**src/rtl/wfg_pkg.sv**
```systemverilog
package wfg_pkg;
  typedef struct packed {
    logic vld;
    logic sof;
    logic eof;
  } wfg_tag_t;
endpackage

```
**src/rtl/wfg_hist_ram.sv**
```systemverilog
module wfg_hist_ram #(
  parameter int AW = 4,
  parameter int DW = 16
) (
  input  logic          clk_i,
  input  logic          we_i,
  input  logic [AW-1:0] waddr_i,
  input  logic [DW-1:0] wdata_i,
  input  logic          re_i,
  input  logic [AW-1:0] raddr_i,
  output logic [DW-1:0] rdata_o
);
  localparam int DEPTH = 1 << AW;

  logic [DW-1:0] mem_q [DEPTH];

  // nonblocking write: a same-address read returns the old word
  always_ff @(posedge clk_i) begin
    if (re_i) rdata_o <= mem_q[raddr_i];
    if (we_i) mem_q[waddr_i] <= wdata_i;
  end
endmodule

```
**src/rtl/wfg_frame_ctrl.sv**
```systemverilog
module wfg_frame_ctrl #(
  parameter int N_LOG2 = 4
) (
  input  logic              clk_i,
  input  logic              rst_ni,
  input  logic              in_vld_i,
  output logic              wr_en_o,
  output logic [N_LOG2-1:0] wr_addr_o,
  output logic              rd_en_o,
  output logic [N_LOG2-1:0] rd_addr_o,
  output logic [N_LOG2-1:0] rd_idx_o,
  output logic              rd_sof_o,
  output logic              rd_eof_o,
  output logic              ovf_o
);
  localparam int AW = N_LOG2;

  logic [AW-1:0] wr_ptr_q, rd_ptr_q, rd_idx_q;
  logic          filled_q, busy_q, ovf_q;
  logic          trig, last, free;

  // wr_ptr doubles as sample count mod N
  assign trig = in_vld_i && (&wr_ptr_q[AW-2:0]) && (filled_q || (&wr_ptr_q));
  assign last = busy_q && (&rd_idx_q);
  assign free = !busy_q || last;

  always_ff @(posedge clk_i or negedge rst_ni) begin
    if (!rst_ni) begin
      wr_ptr_q <= '0;
      filled_q <= 1'b0;
    end else if (in_vld_i) begin
      wr_ptr_q <= wr_ptr_q + AW'(1);
      if (&wr_ptr_q) filled_q <= 1'b1;
    end
  end

  always_ff @(posedge clk_i or negedge rst_ni) begin
    if (!rst_ni) begin
      busy_q   <= 1'b0;
      rd_ptr_q <= '0;
      rd_idx_q <= '0;
      ovf_q    <= 1'b0;
    end else begin
      ovf_q <= trig && !free;
      if (trig && free) begin
        busy_q   <= 1'b1;
        rd_ptr_q <= wr_ptr_q + AW'(1);  // oldest entry once this write lands
        rd_idx_q <= '0;
      end else if (busy_q) begin
        rd_ptr_q <= rd_ptr_q + AW'(1);
        rd_idx_q <= rd_idx_q + AW'(1);
        if (last) busy_q <= 1'b0;
      end
    end
  end

  assign wr_en_o   = in_vld_i;
  assign wr_addr_o = wr_ptr_q;
  assign rd_en_o   = busy_q;
  assign rd_addr_o = rd_ptr_q;
  assign rd_idx_o  = rd_idx_q;
  assign rd_sof_o  = busy_q && (rd_idx_q == '0);
  assign rd_eof_o  = last;
  assign ovf_o     = ovf_q;

  p_rd_after_fill_r2: assert property (@(posedge clk_i) disable iff (!rst_ni)
    rd_en_o |-> filled_q);
  p_no_back_to_back_ovf_r7: assert property (@(posedge clk_i) disable iff (!rst_ni)
    ovf_o |=> !ovf_o);
endmodule

```
**src/rtl/wfg_win_mul.sv**
```systemverilog
module wfg_win_mul #(
  parameter int N_LOG2    = 4,
  parameter int DATA_W    = 16,
  parameter int COEF_W    = 16,
  parameter int COEF_FRAC = 14,
  parameter int MUL_LAT   = 3
) (
  input  logic              clk_i,
  input  logic              rst_ni,
  input  wfg_pkg::wfg_tag_t in_tag_i,
  input  logic [N_LOG2-1:0] in_idx_i,
  input  logic [DATA_W-1:0] in_data_i,
  output wfg_pkg::wfg_tag_t out_tag_o,
  output logic [DATA_W-1:0] out_data_o
);
  localparam int AW = N_LOG2;
  localparam int PW = DATA_W + COEF_W;
  localparam int SH = COEF_FRAC - N_LOG2;

  logic [AW-2:0]          mirror;
  logic [AW-1:0]          odd;
  logic [COEF_W-1:0]      coef;
  logic signed [PW-1:0]   a_ext, b_ext;
  logic signed [PW-1:0]   pr_q  [MUL_LAT];
  wfg_pkg::wfg_tag_t      tag_q [MUL_LAT];

  // triangular window: odd ramp mirrored about the midpoint
  assign mirror = in_idx_i[AW-1] ? ~in_idx_i[AW-2:0] : in_idx_i[AW-2:0];
  assign odd    = {mirror, 1'b1};
  assign coef   = COEF_W'(odd) << SH;
  assign a_ext  = PW'($signed(in_data_i));
  assign b_ext  = {{(PW-COEF_W){1'b0}}, coef};

  always_ff @(posedge clk_i) begin
    pr_q[0] <= a_ext * b_ext;
    for (int s = 1; s < MUL_LAT; s++) pr_q[s] <= pr_q[s-1];
  end

  always_ff @(posedge clk_i or negedge rst_ni) begin
    if (!rst_ni) begin
      for (int s = 0; s < MUL_LAT; s++) tag_q[s] <= '0;
    end else begin
      tag_q[0] <= in_tag_i;
      for (int s = 1; s < MUL_LAT; s++) tag_q[s] <= tag_q[s-1];
    end
  end

  assign out_tag_o  = tag_q[MUL_LAT-1];
  assign out_data_o = DATA_W'(pr_q[MUL_LAT-1] >>> COEF_FRAC);

  p_out_sof_vld_r6: assert property (@(posedge clk_i) disable iff (!rst_ni)
    out_tag_o.sof |-> out_tag_o.vld);
  p_out_eof_vld_r6: assert property (@(posedge clk_i) disable iff (!rst_ni)
    out_tag_o.eof |-> out_tag_o.vld);
endmodule

```
**src/rtl/wfg_frame_gen.sv**
```systemverilog
module wfg_frame_gen #(
  parameter int N_LOG2    = 4,
  parameter int DATA_W    = 16,
  parameter int COEF_W    = 16,
  parameter int COEF_FRAC = 14,
  parameter int MUL_LAT   = 3
) (
  input  logic              clk_i,
  input  logic              rst_ni,
  input  logic [DATA_W-1:0] sample_i,
  input  logic              sample_vld_i,
  output logic [DATA_W-1:0] frame_o,
  output logic              frame_vld_o,
  output logic              frame_sof_o,
  output logic              frame_eof_o,
  output logic              ovf_o
);
  localparam int AW = N_LOG2;

  logic              wr_en, rd_en, rd_sof, rd_eof;
  logic [AW-1:0]     wr_addr, rd_addr, rd_idx, s1_idx;
  logic [DATA_W-1:0] rd_data;
  wfg_pkg::wfg_tag_t s1_tag, out_tag;

  wfg_frame_ctrl #(.N_LOG2(N_LOG2)) u_ctrl (
    .clk_i     (clk_i),
    .rst_ni    (rst_ni),
    .in_vld_i  (sample_vld_i),
    .wr_en_o   (wr_en),
    .wr_addr_o (wr_addr),
    .rd_en_o   (rd_en),
    .rd_addr_o (rd_addr),
    .rd_idx_o  (rd_idx),
    .rd_sof_o  (rd_sof),
    .rd_eof_o  (rd_eof),
    .ovf_o     (ovf_o)
  );

  wfg_hist_ram #(.AW(AW), .DW(DATA_W)) u_ram (
    .clk_i   (clk_i),
    .we_i    (wr_en),
    .waddr_i (wr_addr),
    .wdata_i (sample_i),
    .re_i    (rd_en),
    .raddr_i (rd_addr),
    .rdata_o (rd_data)
  );

  // align sideband with the registered RAM read
  always_ff @(posedge clk_i or negedge rst_ni) begin
    if (!rst_ni) begin
      s1_tag <= '0;
      s1_idx <= '0;
    end else begin
      s1_tag <= '{vld: rd_en, sof: rd_sof, eof: rd_eof};
      s1_idx <= rd_idx;
    end
  end

  wfg_win_mul #(
    .N_LOG2    (N_LOG2),
    .DATA_W    (DATA_W),
    .COEF_W    (COEF_W),
    .COEF_FRAC (COEF_FRAC),
    .MUL_LAT   (MUL_LAT)
  ) u_mul (
    .clk_i      (clk_i),
    .rst_ni     (rst_ni),
    .in_tag_i   (s1_tag),
    .in_idx_i   (s1_idx),
    .in_data_i  (rd_data),
    .out_tag_o  (out_tag),
    .out_data_o (frame_o)
  );

  assign frame_vld_o = out_tag.vld;
  assign frame_sof_o = out_tag.sof;
  assign frame_eof_o = out_tag.eof;

  p_frame_contig_r6: assert property (@(posedge clk_i) disable iff (!rst_ni)
    frame_vld_o && !frame_eof_o |=> frame_vld_o && !frame_sof_o);
  p_after_eof_r6: assert property (@(posedge clk_i) disable iff (!rst_ni)
    frame_eof_o |=> !frame_vld_o || frame_sof_o);
  p_sof_not_eof_r6: assert property (@(posedge clk_i) disable iff (!rst_ni)
    frame_sof_o |-> !frame_eof_o);
endmodule

```
**config.mk**
```make
export PLATFORM = sky130hd
export DESIGN_NAME = wfg_frame_gen
export DESIGN_NICKNAME = d
export VERILOG_FILES = /design/src/rtl/wfg_pkg.sv /design/src/rtl/wfg_hist_ram.sv /design/src/rtl/wfg_frame_ctrl.sv /design/src/rtl/wfg_win_mul.sv /design/src/rtl/wfg_frame_gen.sv
export SDC_FILE = /design/constraint.sdc
export NUM_CORES = 1
export LEC_CHECK = 0
export BUFFER_PORTS_ARGS = -buffer_cell sky130_fd_sc_hd__buf_2
export CORE_ASPECT_RATIO = 0.5
export CORE_MARGIN = 2
export CORE_UTILIZATION = 40
export DETAILED_ROUTE_END_ITERATION = 8
export HOLD_SLACK_MARGIN = 0.08
export PLACE_DENSITY = 0.66
export SLEW_MARGIN = 10
export SYNTH_ARGS = -nofsm -noshare
export SYNTH_HDL_FRONTEND = slang
export SYNTH_SLANG_ARGS = --single-unit
```
**constraint.sdc**
```tcl
create_clock -name clk_i -period 8.1 [get_ports clk_i]
set_input_delay 1.62 -clock clk_i [delete_from_list [all_inputs] [get_ports clk_i]]
set_output_delay 1.62 -clock clk_i [all_outputs]
set_load 0.005 [all_outputs]
```
==> metrics.md <==
| Metric | Value |
|---|---|
| I/O Buffers | `38` |
| Die Height | `139 um` |
| TritonCTS clock tree | `done` |
| Vias in the first global route | `7,380` |
| Worst-path cell chain | `xor2_1, and2_1, ha_1, inv_1, fa_1, inv_1, fa_1, ha_1, a2111oi_0, o21ai_2, a21oi_1, nor2_1, nor4bb_1, a211oi_1` |
| Antenna-violating nets left | `0` |
| H-tree depth | `1` |
| Pins Over Slew Limit | `0` |
| Crit path DAT | `4.99 ns` |
| Area share of the largest cell type after synthesis | `55.8%` |
| Syn avg cell area | `17.6 sq um` |
| Largest stage delay, worst path | `0.70 ns` |
| Setup repair bufs after CTS | `0` |
| CTS root buffer | `clkbuf_16` |
| Commonest non-fill, non-tap cells in the layout | `edfxtp_1, mux4_2, inv_1, dfxtp_1, ha_1` |
| Busiest grt layer | `met2` |
| Critical Path Fanout Max | `16` |
| Crit path required time | `8.53 ns` |
| Master of the slowest instance on the critical path | `xor2_1` |
| Area grow syn2layout | `11.4%` |
| Fin crit share | `56.2%` |
| Final #Nets | `971` |
| FFs w/ async S/R, synth | `8.83%` |
| Yosys reg bits | `351` |
| Placed cell area | `15,400 sq um` |
| Max-cap violations | `0` |
| Startpoint Class | `flip-flop` |
| Num Clock Sinks | `351` |
| Crit Path Class | `flip-flop to flip-flop` |
| Syn Inst Count | `832` |
| Wire length of the first global-routing pass | `42,800 um` |
| Post-cts resize count | `0` |
| Commonest non-fill, non-tap cell in the layout | `edfxtp_1` |
| Global routing met3 resource utilization | `2.64%` |
| Synthesized area | `14,600 sq um` |
| Drt drc | `0` |
| Drt pass-1 iters | `5` |
| Die W | `275 um` |
| Met1 global-route usage | `20.2%` |
| Global route total overflow | `0` |
| Clk_lat worst skew | `0.58 ns` |
| Initial Util | `40.7%` |
| Max Root-Sink Buffers | `3` |
| Area contributors post-synth | `edfxtp_1, mux4_2, dfxtp_1, dfrtp_1, fa_1` |
| Ys Warns | `0` |
| CTS Hold Bufs | `0` |
| Initial antenna violation count | `0` |
| Ratio of cells with drive above 1 in the final layout | `20.9%` |
| Vias after detailed routing | `7,121` |
| Core Rows | `49` |
| Net count after synthesis | `925` |
| DIE AREA | `38,200 sq um` |
| Fill count | `3,022` |
| GR Layer Usage met2 | `25.1%` |
| RSZ-0062 raised after global routing | `false` |
| Final WL | `27,800 um` |
| # diodes | `0` |
| Num ports | `39` |
| Max_slew headroom | `17.9%` |
| CORE AREA | `36,000 sq um` |
| Fmax | `220 MHz` |
| Sequential area share after synthesis | `67.6%` |
| Largest net degree at the start of global routing | `68` |
| Main flop type after synthesis | `edfxtp_1` |
| Worst Setup End Kind | `flip-flop` |
| Fin. Hold Viols | `0` |
| Outcome | `complete, no violations` |
| Number of synthesized flops with an enable pin | `272` |
| Drt via density | `5.13` |
| Count of different cell masters after synthesis | `48` |
| Final Wtd Congestion | `0.887` |
| # setup viols final | `0` |
| Setup Skew | `0.0145 ns` |
| WL per Instance | `20.0 um` |
| Worst-margin pin slew | `1.23 ns` |
| Clk slew on worst S/H paths | `0.07 ns` |
| Detailed Place HPWL | `16,900 um` |
| GR Util All Layers | `14.8%` |
| Post-route setup TNS | `0 ns` |
| CTS buffer count | `31` |
| Synth area leader | `edfxtp_1` |
| Design Area, Final | `16,300 sq um` |
| Post-route minimum period | `4.56 ns` |
| DRT iter0 DRCs | `557` |
| Hold/Removal Path Class | `flip-flop to flip-flop` |
-- cells in the mapped netlist (2+ instances only) --
cell type / n
xor2_1: 10
o211ai_1: 2
mux2_2: 2
clkbuf_1: 15
a211oi_1: 2
nand4_1: 3
nor3_1: 9
dfxtp_1: 48
and2_1: 39
a221oi_1: 2
o21a_1: 4
nand2_1: 32
a31oi_1: 4
a22oi_1: 2
fa_1: 31
buf_6: 2
xnor2_1: 15
nand3_1: 3
ha_1: 43
o21ai_0: 19
a21oi_1: 17
buf_2: 4
nor2_1: 33
buf_4: 18
inv_1: 64
edfxtp_1: 272
dfrtp_1: 31
and3_1: 2
mux4_2: 80
nand2b_1: 2
buf_1: 5
-- critical path: cells and delay by family (launching register included) --
kind / cells / cell delay, ns
DFF: 1 / 0.43
buffers and inverters: 2 / 0.15
and+or+nand+nor: 3 / 0.65
adders and majority gates: 4 / 1.41
xor gates and xnor gates: 1 / 0.70
AOI/OAI and AO/OA: 4 / 1.07
-- stage by stage --
step / setup WS, ns / utilization (%) / hold slack [ns] / std cells
2_1_floorplan: 4.33 / - / 0.310 / 832
3_3_place_gp: 3.80 / 42.7 / 0.312 / 1329
3_5_place_dp: 3.61 / 42.7 / 0.312 / 1329
4_1_cts: 3.60 / 45.3 / 0.327 / 1387
5_1_grt: 3.14 / 45.3 / 0.330 / 1387
6_report: 3.54 / 45.3 / 0.320 / 1387
-- layer usage --
layer | wire length [um] | share of wire [%] | vias up
li1 | - | - | 3209
met1 | 12100 | 44 | 3676
met2 | 13600 | 49 | 187
met3 | 1440 | 5.2 | 49
met4 | 612 | 2.2 | 0
met5 | 0 | 0 | -
-- registers in the layout, indices dropped and copies added (netlist names), 4 cells and up --
register          flops
s1_idx                4
u_mul.tag_q           6
u_ram.rdata_o        16
u_ram.mem_q         256
u_ctrl.wr_addr_o      4
u_ctrl.rd_idx_o       4
u_ctrl.rd_addr_o      4
u_mul.pr_q           48
-- cell type report --
type | instances | area, sq um | share of cell area [%]
Sequential cell | 351 | 9910 | 60.7
Multi-Input combinational cell | 373 | 4260 | 26.1
Tap cell | 484 | 606 | 3.71
Inverter | 64 | 240 | 1.47
Clock inverter | 11 | 118 | 0.721
Clock buffer | 47 | 846 | 5.18
Timing Repair Buffer | 57 | 333 | 2.04
-- kinds of logic after synthesis --
group / count (synthesis) / share of synthesized area [%]
AO/OA/AOI/OAI: 65 / 2.86
XOR/XNOR: 25 / 1.50
adder cells (fa/ha/maj): 74 / 7.91
buffers and inverters: 108 / 3.37
flip-flops: 351 / 67.6
multiplexers: 82 / 12.5
AND/OR/NAND/NOR: 127 / 4.26
-- worst paths after layout --
check,from,endpoint,slack (ns),depth (start not counted)
worst max-delay path,s1_idx[3],u_mul.pr_q[0][27],3.54,14
worst min-delay path,u_mul.pr_q[0][22],u_mul.pr_q[0][54],0.32,0
worst max register to register,s1_idx[3],u_mul.pr_q[0][27],3.54,14
worst min register to register,u_mul.pr_q[0][22],u_mul.pr_q[0][54],0.32,0
max in group asynchronous,rst_ni,u_ctrl.rd_addr_o[0],6.56,1
min in group asynchronous,rst_ni,u_mul.tag_q[7],1.06,1
Power is not shown: default switching activity piles up to over one toggle a cycle in this logic, so the estimate is an artifact.
